<file path="config.mk">
export PLATFORM = sky130hd
export DESIGN_NAME = irda_pulse_fmt
export DESIGN_NICKNAME = d
export VERILOG_FILES = /design/src/rtl/irda_pulse_pkg.sv /design/src/rtl/irda_pulse_ctrl.sv /design/src/rtl/irda_pulse_dp.sv /design/src/rtl/irda_pulse_fmt.sv
export SDC_FILE = /design/constraint.sdc
export NUM_CORES = 1
export LEC_CHECK = 0
export ABC_CLOCK_PERIOD_IN_PS = 2200
export CORE_AREA = 4 4 41 43
export CTS_CLUSTER_SIZE = 14
export DETAILED_ROUTE_END_ITERATION = 12
export DIE_AREA = 0 0 45 47
export PLACE_DENSITY = 0.66
export SETUP_SLACK_MARGIN = 0.05
export SLEW_MARGIN = 0
export SYNTH_ARGS = -nofsm -noshare
export SYNTH_HDL_FRONTEND = slang
export SYNTH_HIERARCHICAL = 1
export SYNTH_SLANG_ARGS = --single-unit
</file>
<file path="constraint.sdc">
create_clock -name clk -period 2.2 [get_ports clk]
set_input_delay 0.44 -clock clk [delete_from_list [all_inputs] [get_ports clk]]
set_output_delay 0.44 -clock clk [all_outputs]
set_load 0.05 [all_outputs]
</file>
<file path="src/rtl/irda_pulse_pkg.sv">
package irda_pulse_pkg;
  // Strobes from control to datapath
  typedef struct packed {
    logic loadPulse;   // start a fresh pulse with the sampled width
    logic clearPulse;  // end the current pulse now
  } pulseCtrl_t;
endpackage

</file>
<file path="src/rtl/irda_pulse_ctrl.sv">
module irda_pulse_ctrl
  import irda_pulse_pkg::*;
(
  input  logic       txBit,
  input  logic       bitStrobe,
  input  logic       enable,
  input  logic       lastCycle,
  output pulseCtrl_t ctrl
);
  always_comb begin
    ctrl.loadPulse  = enable && bitStrobe && !txBit;
    // a strobe always ends the old pulse; load overrides below in datapath
    ctrl.clearPulse = !enable || bitStrobe || lastCycle;
  end
endmodule

</file>
<file path="src/rtl/irda_pulse_dp.sv">
module irda_pulse_dp
  import irda_pulse_pkg::*;
#(
  parameter int WIDTH_BITS  = 4,
  parameter int UNIT_CLOCKS = 8
) (
  input  logic                  clk,
  input  logic                  rst,
  input  pulseCtrl_t            ctrl,
  input  logic [WIDTH_BITS-1:0] widthCode,
  output logic                  pulseOn,
  output logic                  lastCycle
);
  localparam int MAX_LEN = UNIT_CLOCKS * (2 ** WIDTH_BITS);
  localparam int CNT_W   = $clog2(MAX_LEN);

  logic [CNT_W-1:0] remain;
  logic [CNT_W-1:0] loadVal;

  always_comb begin
    loadVal = CNT_W'((int'(widthCode) + 1) * UNIT_CLOCKS - 1);
  end

  always_ff @(posedge clk) begin
    if (rst) begin
      pulseOn <= 1'b0;
      remain  <= '0;
    end else if (ctrl.loadPulse) begin
      pulseOn <= 1'b1;
      remain  <= loadVal;
    end else if (ctrl.clearPulse) begin
      pulseOn <= 1'b0;
      remain  <= '0;
    end else if (pulseOn) begin
      remain <= remain - 1'b1;
    end
  end

  assign lastCycle = pulseOn && (remain == '0);
endmodule

</file>
<file path="src/rtl/irda_pulse_fmt.sv">
module irda_pulse_fmt
  import irda_pulse_pkg::*;
#(
  parameter int WIDTH_BITS  = 4,
  parameter int UNIT_CLOCKS = 8
) (
  input  logic                  clk,
  input  logic                  rst,
  input  logic                  txBit,
  input  logic                  bitStrobe,
  input  logic                  enable,
  input  logic [WIDTH_BITS-1:0] widthCode,
  output logic                  irOut
);
  pulseCtrl_t ctrl;
  logic       lastCycle;

  irda_pulse_ctrl u_ctrl (
    .txBit(txBit), .bitStrobe(bitStrobe), .enable(enable),
    .lastCycle(lastCycle), .ctrl(ctrl)
  );

  irda_pulse_dp #(.WIDTH_BITS(WIDTH_BITS), .UNIT_CLOCKS(UNIT_CLOCKS)) u_dp (
    .clk(clk), .rst(rst), .ctrl(ctrl), .widthCode(widthCode),
    .pulseOn(irOut), .lastCycle(lastCycle)
  );
endmodule

</file>
## Yosys cells after proc, flatten, opt, wreduce, memory -nomap -nowiden

Index checks and enable logic that the tools add are counted.

| word-level totals | value |
|---|---|
| bits in registers | 8 |
| input bits | 9 |
| output and inout port bits | 1 |

| operators by class | value |
|---|---|
| add/subtract/negate cells | 3 |
| reduce and logical (&&, ||, !) cells | 10 |
| mux-type cells | 5 |

Operators with widths:

| cell | number |
|---|---|
| 2-to-1 mux 7 bit | 3 |
| zero test 7 bit | 1 |
| subtractor 7 x 1 -> 7 bit, second input constant | 1 |
| subtractor 7 x 2 -> 7 bit, second input constant | 1 |
| adder 4 x 1 -> 4 bit, second input constant | 1 |
| logical AND 1 bit | 3 |
| nonzero test 3 bit | 1 |
| zero test 1 bit | 2 |
| logical OR 1 bit | 2 |
| 2-to-1 mux 1 bit | 2 |
| nonzero test 2 bit | 1 |

## Depth between registers and ports, before layout

Gate-level depths: netlist of run 1.

| logic depth | value |
|---|---|
| depth after elaboration | 5 |
| depth in mapped cells | 9 |

## Hierarchy

The synthesis of run 1 kept the hierarchy.

Modules (own cells, without submodules):

| module | cells an instance | sequential area each (sq um) | instances | area an instance (sq um) |
|---|---|---|---|---|
| irda_pulse_dp | 72 | 160.2 | 1 | 540.5 |
| irda_pulse_ctrl | 2 | 0.0 | 1 | 18.8 |

## Worst setup path after synthesis of run 1

Ideal clock, no wire load.

| path | value |
|---|---|
| kind | reg2reg |
| start point | register u_dp.pulseOn |
| end point | register u_dp.remain[5] |
| setup slack | 195 ps |
| data required time | 2,121 ps |
| library setup time | 79 ps |
| period minus slack after synthesis | 2,005 ps |
| buffers on the path | 1 |
| data arrival time | 1,926 ps |
| cell stages (with the launch flop) | 9 |
| cells stage by stage | dfxtp_1 > buf_2 > nand4bb_1 > nor4_1 > or3b_1 > nor2_1 > nor4_2 > o22ai_1 > a211oi_2 |

RTL lines:

| what | line | text |
|---|---|---|
| start: declaration | irda_pulse_dp.sv:11 | `output logic pulseOn,` |
| start signal: assignment | irda_pulse_dp.sv:26 | `pulseOn <= 1'b0;` |
| start signal: assignment | irda_pulse_dp.sv:29 | `pulseOn <= 1'b1;` |
| start signal: assignment | irda_pulse_dp.sv:32 | `pulseOn <= 1'b0;` |
| end signal: assignment | irda_pulse_dp.sv:30 | `remain <= loadVal;` |
| end signal: assignment | irda_pulse_dp.sv:35 | `remain <= remain - 1'b1;` |
| end: declaration | irda_pulse_dp.sv:17 | `logic [CNT_W-1:0] remain;` |

## Worst setup path after layout of run 1

| path | value |
|---|---|
| start point | register u_dp.pulseOn |
| end point | output port irOut |

RTL lines:

| what | line | text |
|---|---|---|
| end: declaration | irda_pulse_fmt.sv:13 | `output logic irOut` |

No word-level cell between the ends.

==> results.py, run 1 <==
metrics = {
    "layout": {
        "diodes": 0,
        "syn2layout_area_growth_pct": 23.04,
        "layout-drive-gt1-share_pct": 12.05,
        "utilization_pct": 52.88,
        "fin_nets": 96,
        "fillers": 136,
        "fin_area_um2": 688.2,
    },
    "placement": {
        "gp_congestion": 0.7944,
        "port-buffer-count": 9,
        "place_hpwl_um": 870.1,
        "post_dp_cell_area_um2": 654.4,
        "dp_slack_ns": 0.1626,
    },
    "timing": {
        "slew_violations": 0,
        "report.final.hold_viol_count": 0,
        "final-setup-viol-count": 0,
        "final.min_clock_period_ns": 2.065,
        "rsz0062_at_grt": "no",
        "postLayoutSetupSlackWorst_ns": 0.1350,
        "fmax_mhz": 484.3,
        "tns_ns": 0,
        "worst_pin_slew_ns": 0.4979,
        "relSlewSlack_pct": 66.70,
        "skew_ns": 0.004902,
        "finalCritPeriodShare_pct": 93.86,
        "whs_ns": 0.5355,
    },
    "setup_path": {
        "crit_path_cell_trace": "clkdlybuf4s50_1",
        "path_class": "register to primary output",
        "critical_path.max_stage_delay_ns": 0.87,
        "crit_end": "irOut",
        "cp-end-kind": "primary output",
        "worst-path-buf-inv": 1,
        "r2r_cells": 8,
        "slowest_stage": "clkdlybuf4s50_1",
        "ff2ff_setup_slack_ns": 0.21,
        "cp.depth": 1,
        "critical_path_required_ns": 1.76,
        "crit_path_start_kind": "register",
        "path_delay_family": "buffers and inverters",
        "cp-startpoint": "u_dp/pulseOn",
        "reg2reg_to": "u_dp/remain[4]",
        "cp.arrival_ns": 1.63,
        "timing.rr.start": "u_dp/remain[0]",
        "critPathMaxFanout": 10,
    },
    "cts": {
        "cts_max_path_buffers": 2,
        "clkLatencyLatePin_ns": 0.25,
        "clk_pin_slew_worst_paths_ns": 0.05,
        "clock_sinks": 8,
        "htree_levels": 1,
        "cts_tree": "built",
        "numCtsBuffers": 3,
        "clock-root-buffer": "clkbuf_4",
        "cts_hold_buf": 0,
    },
    "floorplan": {
        "core_mm2": 0.001301,
        "fp.dieH_um": 47,
        "start_util_pct": 42.98,
        "rows": 13,
        "die_width_um": 45,
        "boundaryPins": 10,
        "die-area_mm2": 0.002115,
    },
    "drt": {
        "avgViaCountPerCell": 5.633,
        "firstDrtPassIters": 4,
        "drc": 0,
        "wl_per_cell_um": 11.55,
        "via_count": 552,
        "first_iter_violations": 13,
        "detail-route-antenna-nets": 0,
        "wl_um": 1132,
    },
    "power_and_ir_drop": {
        "pwr-share-seq_pct": 45.3,
        "p_clk_share_pct": 30.6,
        "switchingPower_mw": 0.09801,
        "leakagePower_nw": 0.2477,
        "power.share.switching_pct": 27.51,
        "vdd_drop_max_uv": 365.6,
        "pwr_density_cell_mw_per_mm2": 517.8,
        "p_int_mw": 0.2583,
        "pwr-share-comb_pct": 24.0,
    },
    "logic_synthesis": {
        "syn-instance-count": 74,
        "yosysWarnings": 6,
        "synth_area_per_cell_um2": 7.558,
        "yosysUniqueCellTypes": 33,
        "syn_area_um2": 559.3,
        "syn_nets": 85,
        "ys_ff_latch": 8,
        "ys_seq_area_share_pct": 28.64,
    },
    "global_route": {
        "antenna_found_initial": 0,
        "grt_max_degree": 15,
        "gr-usage-all-layers_pct": 13.64,
        "first_global_vias": 522,
        "gr-total-overflow": 0,
        "grt_pass1_wl_um": 2090,
    },
    "outcome": {
        "outcome": "complete, no violations",
    },
    "flow_run": {
        "cap_violations": 0,
    },
    "worst_hold_path": {
        "min_path_type": "register to register",
    },
}
-- registers in the layout, summed over array words and instances, names as in the netlist --
signal        flops
u_dp/remain       7
u_dp/pulseOn      1
-- worst min path at each step --
stage                               from        endpoint  cells after the start
after floorplan           u_dp/remain[5]  u_dp/remain[5]                      2
after global placement    u_dp/remain[5]  u_dp/remain[5]                      2
after detailed placement  u_dp/remain[5]  u_dp/remain[5]                      2
after CTS                 u_dp/remain[5]  u_dp/remain[5]                      2
after global routing      u_dp/remain[5]  u_dp/remain[5]                      2
final                     u_dp/remain[5]  u_dp/remain[5]                      2
-- power by group through the flow --
stage / registers [mW] / logic [mW] / clock network, mW
floorplan: 0.163 / 0.0567 / 0
global route: 0.163 / 0.0960 / 0.125
global placement: 0.164 / 0.0825 / 0
CTS: 0.161 / 0.0839 / 0.116
finish: 0.162 / 0.0855 / 0.109
detailed placement: 0.164 / 0.0835 / 0
-- timing repair --
action,in CTS,in global routing
resized for setup,0,3
setup buffers,0,0
setup endpoints to repair,0,2
-- stage by stage --
stage	std cells	power, mW
after floorplan	74	0.2194
after global placement	95	0.2463
after detailed placement	95	0.2474
after CTS	98	0.3605
after global routing	98	0.3834
final	98	0.3563
-- logic make-up after synthesis --
kind of cell / share of synthesized area, %
compound gates: 25.28
xor+xnor: 4.699
fa+ha+maj: 4.474
buf+inv: 5.816
flops: 28.63
simple gates: 31.10
-- synth_stat cells, drive strengths merged --
| cell type | instances | area share (%) |
|---|---|---|
| a211oi | 3 | 4.9 |
| nand4bb | 1 | 2.0 |
| inv | 5 | 3.4 |
| nor4b | 1 | 1.6 |
| nor3b | 1 | 1.3 |
| a21o | 1 | 1.3 |
| nand3b | 1 | 1.3 |
| o31a | 2 | 3.1 |
| o22ai | 1 | 1.1 |
| xor2 | 2 | 3.1 |
| xnor2 | 1 | 1.6 |
| or3 | 2 | 3.1 |
| nor3 | 1 | 0.89 |
| or2 | 1 | 1.1 |
| nand2 | 9 | 6.0 |
| and3b | 1 | 1.8 |
| o21ai | 3 | 2.7 |
| or3b | 1 | 1.6 |
| dfxtp | 8 | 29 |
| nand3 | 1 | 0.89 |
| a31oi | 1 | 1.1 |
| a21oi | 9 | 8.1 |
| a311oi | 1 | 1.6 |
| nor4 | 2 | 3.4 |
| buf | 3 | 2.5 |
| ha | 2 | 4.5 |
| nor2 | 9 | 6.0 |
| o31ai | 1 | 1.3 |
-- cell type report --
class	count	area, µm²	area share (%)
Inverter	5	18.77	2.727
Sequential cell	8	160.2	23.27
Multi-Input combinational cell	58	377.9	54.91
Clock buffer	3	22.52	3.273
Tap cell	15	18.77	2.727
Timing Repair Buffer	9	90.09	13.09
-- layer usage --
metal | track usage (%) | part of all wire, %
met1 | 16.78 | 46
met2 | 21.19 | 46
met3 | 5.747 | 7.4
met4 | 5.263 | 0
met5 | 0 | 0
-- cells in the final DEF, fill, tap and decap left out, drive strengths merged, types with 3 or more instances in the layout --
master,netlist,final
a211oi,3,3
a21oi,9,9
clkbuf,0,3
clkdlybuf4s50,0,9
dfxtp,8,8
inv,5,5
nand2,9,9
nor2,9,9
o21ai,3,3
No activity file was read; power rests on OpenSTA's default activity.
==> inputs of run 2 (changes only) <==
--- a/config.mk
+++ b/config.mk
@@ -5,12 +5,12 @@
 export SDC_FILE = /design/constraint.sdc
 export NUM_CORES = 1
 export LEC_CHECK = 0
-export ABC_CLOCK_PERIOD_IN_PS = 2200
+export ABC_CLOCK_PERIOD_IN_PS = 1700
 export CORE_AREA = 4 4 41 43
 export CTS_CLUSTER_SIZE = 14
 export DETAILED_ROUTE_END_ITERATION = 12
 export DIE_AREA = 0 0 45 47
-export PLACE_DENSITY = 0.66
+export PLACE_DENSITY = 0.69
 export SETUP_SLACK_MARGIN = 0.05
 export SLEW_MARGIN = 0
 export SYNTH_ARGS = -nofsm -noshare
==> constraint.sdc (replaced) <==
create_clock -name clk -period 1.7 [get_ports clk]
set_input_delay 0.34 -clock clk [delete_from_list [all_inputs] [get_ports clk]]
set_output_delay 0.34 -clock clk [all_outputs]
set_load 0.05 [all_outputs]
==> run 2 against run 1 <==
  * The run now ends with negative setup slack left
  * First-iteration DRC count increased by 23%
  * Global-route usage increased by 2.3 points
  * Critical path depth increased by 7
  * Core utilization increased by 17 points
  * Combinational power increased by 99%
  * Cell count increased by 18%
  * Worst setup slack got worse by 0.22 ns
  * Die area unchanged
  * Flip-flop and latch count unchanged
  * Clock-buffer cell count increased by 1
  * Non-clock buffer count increased by 17
  * Critical endpoint is now u_dp/remain[4]
  * Highest routed layer is now met4
==> results.py, run 2 (same netlist as run 1, synthesis figures left out) <==
metrics = {
    "setup_path": {
        "critPathMaxFanout": 5,
        "cp-end-kind": "register",
        "crit_path_cell_trace": "inv_2 > ha_4 > nand4bb_4 > nor4_4 > or3b_4 > or3_4 > a21oi_2 > a211oi_1",
        "critical_path_required_ns": 1.83,
        "cp.arrival_ns": 1.91,
        "critical_path.max_stage_delay_ns": 0.41,
        "cp-startpoint": "u_dp/remain[0]",
        "path_class": "register to register",
        "path_delay_family": "simple AND/OR/NAND/NOR gates",
        "slowest_stage": "or3b_4",
        "timing.rr.start": "u_dp/remain[0]",
        "crit_path_start_kind": "register",
        "worst-path-buf-inv": 1,
    },
    "drt": {
        "firstDrtPassIters": 4,
        "wl_per_cell_um": 12.23,
        "via_count": 635,
        "first_iter_violations": 16,
        "avgViaCountPerCell": 5.474,
        "detail-route-antenna-nets": 0,
        "wl_um": 1419,
        "drc": 0,
    },
    "power_and_ir_drop": {
        "vdd_drop_max_uv": 529.6,
        "pwr_density_cell_mw_per_mm2": 581.7,
        "leakagePower_nw": 0.3495,
        "p_total_mw": 0.5328,
    },
    "global_route": {
        "gr-usage-all-layers_pct": 15.93,
        "grt_pass1_wl_um": 2394,
        "grt_max_degree": 10,
        "antenna_found_initial": 0,
        "gr-total-overflow": 0,
        "first_global_vias": 577,
    },
    "cts": {
        "cts_hold_buf": 0,
        "cts_max_path_buffers": 2,
        "clkLatencyLatePin_ns": 0.26,
        "htree_levels": 1,
        "numCtsBuffers": 3,
        "cts_tree": "built",
        "clock_sinks": 8,
        "clock-root-buffer": "clkbuf_4",
        "clk_pin_slew_worst_paths_ns": 0.06,
    },
    "layout": {
        "fin_area_um2": 915.9,
        "layout-drive-gt1-share_pct": 40.59,
        "final_cell_mix": "16 x buf_4, 9 x nand2_1, 8 x clkdlybuf4s50_1, 8 x nor2_1, 7 x a21oi_1",
        "diodes": 0,
        "top_register": "u_dp/remain",
        "utilization_pct": 70.38,
        "final_cell_count_no_fill": 116,
        "syn2layout_area_growth_pct": 63.76,
        "largest_register_ffs": 7,
        "top_regs": "u_dp/remain: 7 flops, u_dp/pulseOn: 1 flops",
        "fin_nets": 113,
        "mostFrequentLayoutCell": "buf_4",
    },
    "floorplan": {
        "core_mm2": 0.001301,
        "fp.dieH_um": 47,
        "boundaryPins": 10,
        "rows": 13,
        "die_width_um": 45,
        "start_util_pct": 42.98,
        "die-area_mm2": 0.002115,
    },
    "timing": {
        "slew_violations": 0,
        "finalCritPeriodShare_pct": 104.9,
        "rsz0062_at_grt": "yes",
        "postLayoutSetupSlackWorst_ns": -0.08318,
        "worst_pin_slew_ns": 0.4075,
        "skew_ns": 0.01052,
        "relSlewSlack_pct": 72.45,
        "fmax_mhz": 560.8,
        "final.min_clock_period_ns": 1.783,
        "report.final.hold_viol_count": 0,
        "final-setup-viol-count": 3,
    },
    "placement": {
        "dp_cells": 108,
        "gp_congestion": 0.9273,
        "port-buffer-count": 9,
        "dp_slack_ns": -0.1999,
        "post_dp_cell_area_um2": 787.0,
        "place_hpwl_um": 1120,
    },
    "flow_run": {
        "cap_violations": 0,
    },
    "outcome": {
        "violations": "negative setup slack",
        "outcome": "complete, but fails checks",
    },
    "worst_hold_path": {
        "min_path_type": "register to register",
        "hold_start": "u_dp/remain[3]",
    },
}
==> run 2: changes by cell type in the layout (fill, tap and decap cells not counted), sizes merged <==
cell,previous run,this run
clkdlybuf4s50,9,8
buf,0,18
clkbuf,3,4
==> run 2: routing by layer <==
metal | wire length [µm] | vias to the layer above | GRT usage, % | share of wire (%)
li1 | - | 321 | - | -
met1 | 671 | 290 | 19.72 | 47
met2 | 635 | 22 | 25.99 | 45
met3 | 101 | 2 | 4.598 | 7.1
met4 | 10 | 0 | 6.433 | 0.70
met5 | 0 | - | 0 | 0
==> run 2: final timing paths <==
path / endpoint / slack, ns / cells past startpoint
min reg2reg: u_dp/remain[3] / 0.65 / 3
min: u_dp/remain[3] / 0.65 / 3
max reg2reg: u_dp/remain[4] / -0.08 / 8
max: u_dp/remain[4] / -0.08 / 8
==> run 2: final cells by class <==
type                            instances  area, µm²
Inverter                                5      18.77
Multi-Input combinational cell         58      454.2
Timing Repair Buffer                   26      231.5
Sequential cell                         8      166.4
Fill cell                             111      385.4
Tap cell                               15      18.77
Clock buffer                            4      26.28
==> run 2: per-stage QoR <==
| step | TNS [ns] | hold WS, ns |
|---|---|---|
| after detailed placement | -0.6894 | 0.6400 |
| after global routing | -0.4130 | 0.6764 |
| after floorplan | -0.1861 | 0.4812 |
| after global placement | -0.6443 | 0.6232 |
| final | -0.1853 | 0.6465 |
| after CTS | -0.1899 | 0.6444 |
==> run 2: worst reg2reg max path, cell delays in order (launching register included) <==
cell,delay (ns)
dfxtp_2,0.33
inv_2,0.05
ha_4,0.16
nand4bb_4,0.10
nor4_4,0.05
or3b_4,0.41
or3_4,0.36
a21oi_2,0.13
a211oi_1,0.06
==> run 2: repair_timing <==
item                                    4_1_cts  5_1_grt
gates cloned                                  0        0
pin swaps                                     5        1
buffers inserted                              3        1
gates resized for setup                      11        2
endpoints found under the hold margin         0        0
endpoints found under the setup margin        4        4
==> run 2: report_power, final <==
| group | internal (mW) | total, mW | switching [mW] |
|---|---|---|---|
| Combinational | 0.0934 | 0.170 | 0.0763 |
| Clock | 0.0901 | 0.161 | 0.0706 |
| Sequential | 0.195 | 0.202 | 0.00712 |
| Total | 0.379 | 0.533 | 0.154 |
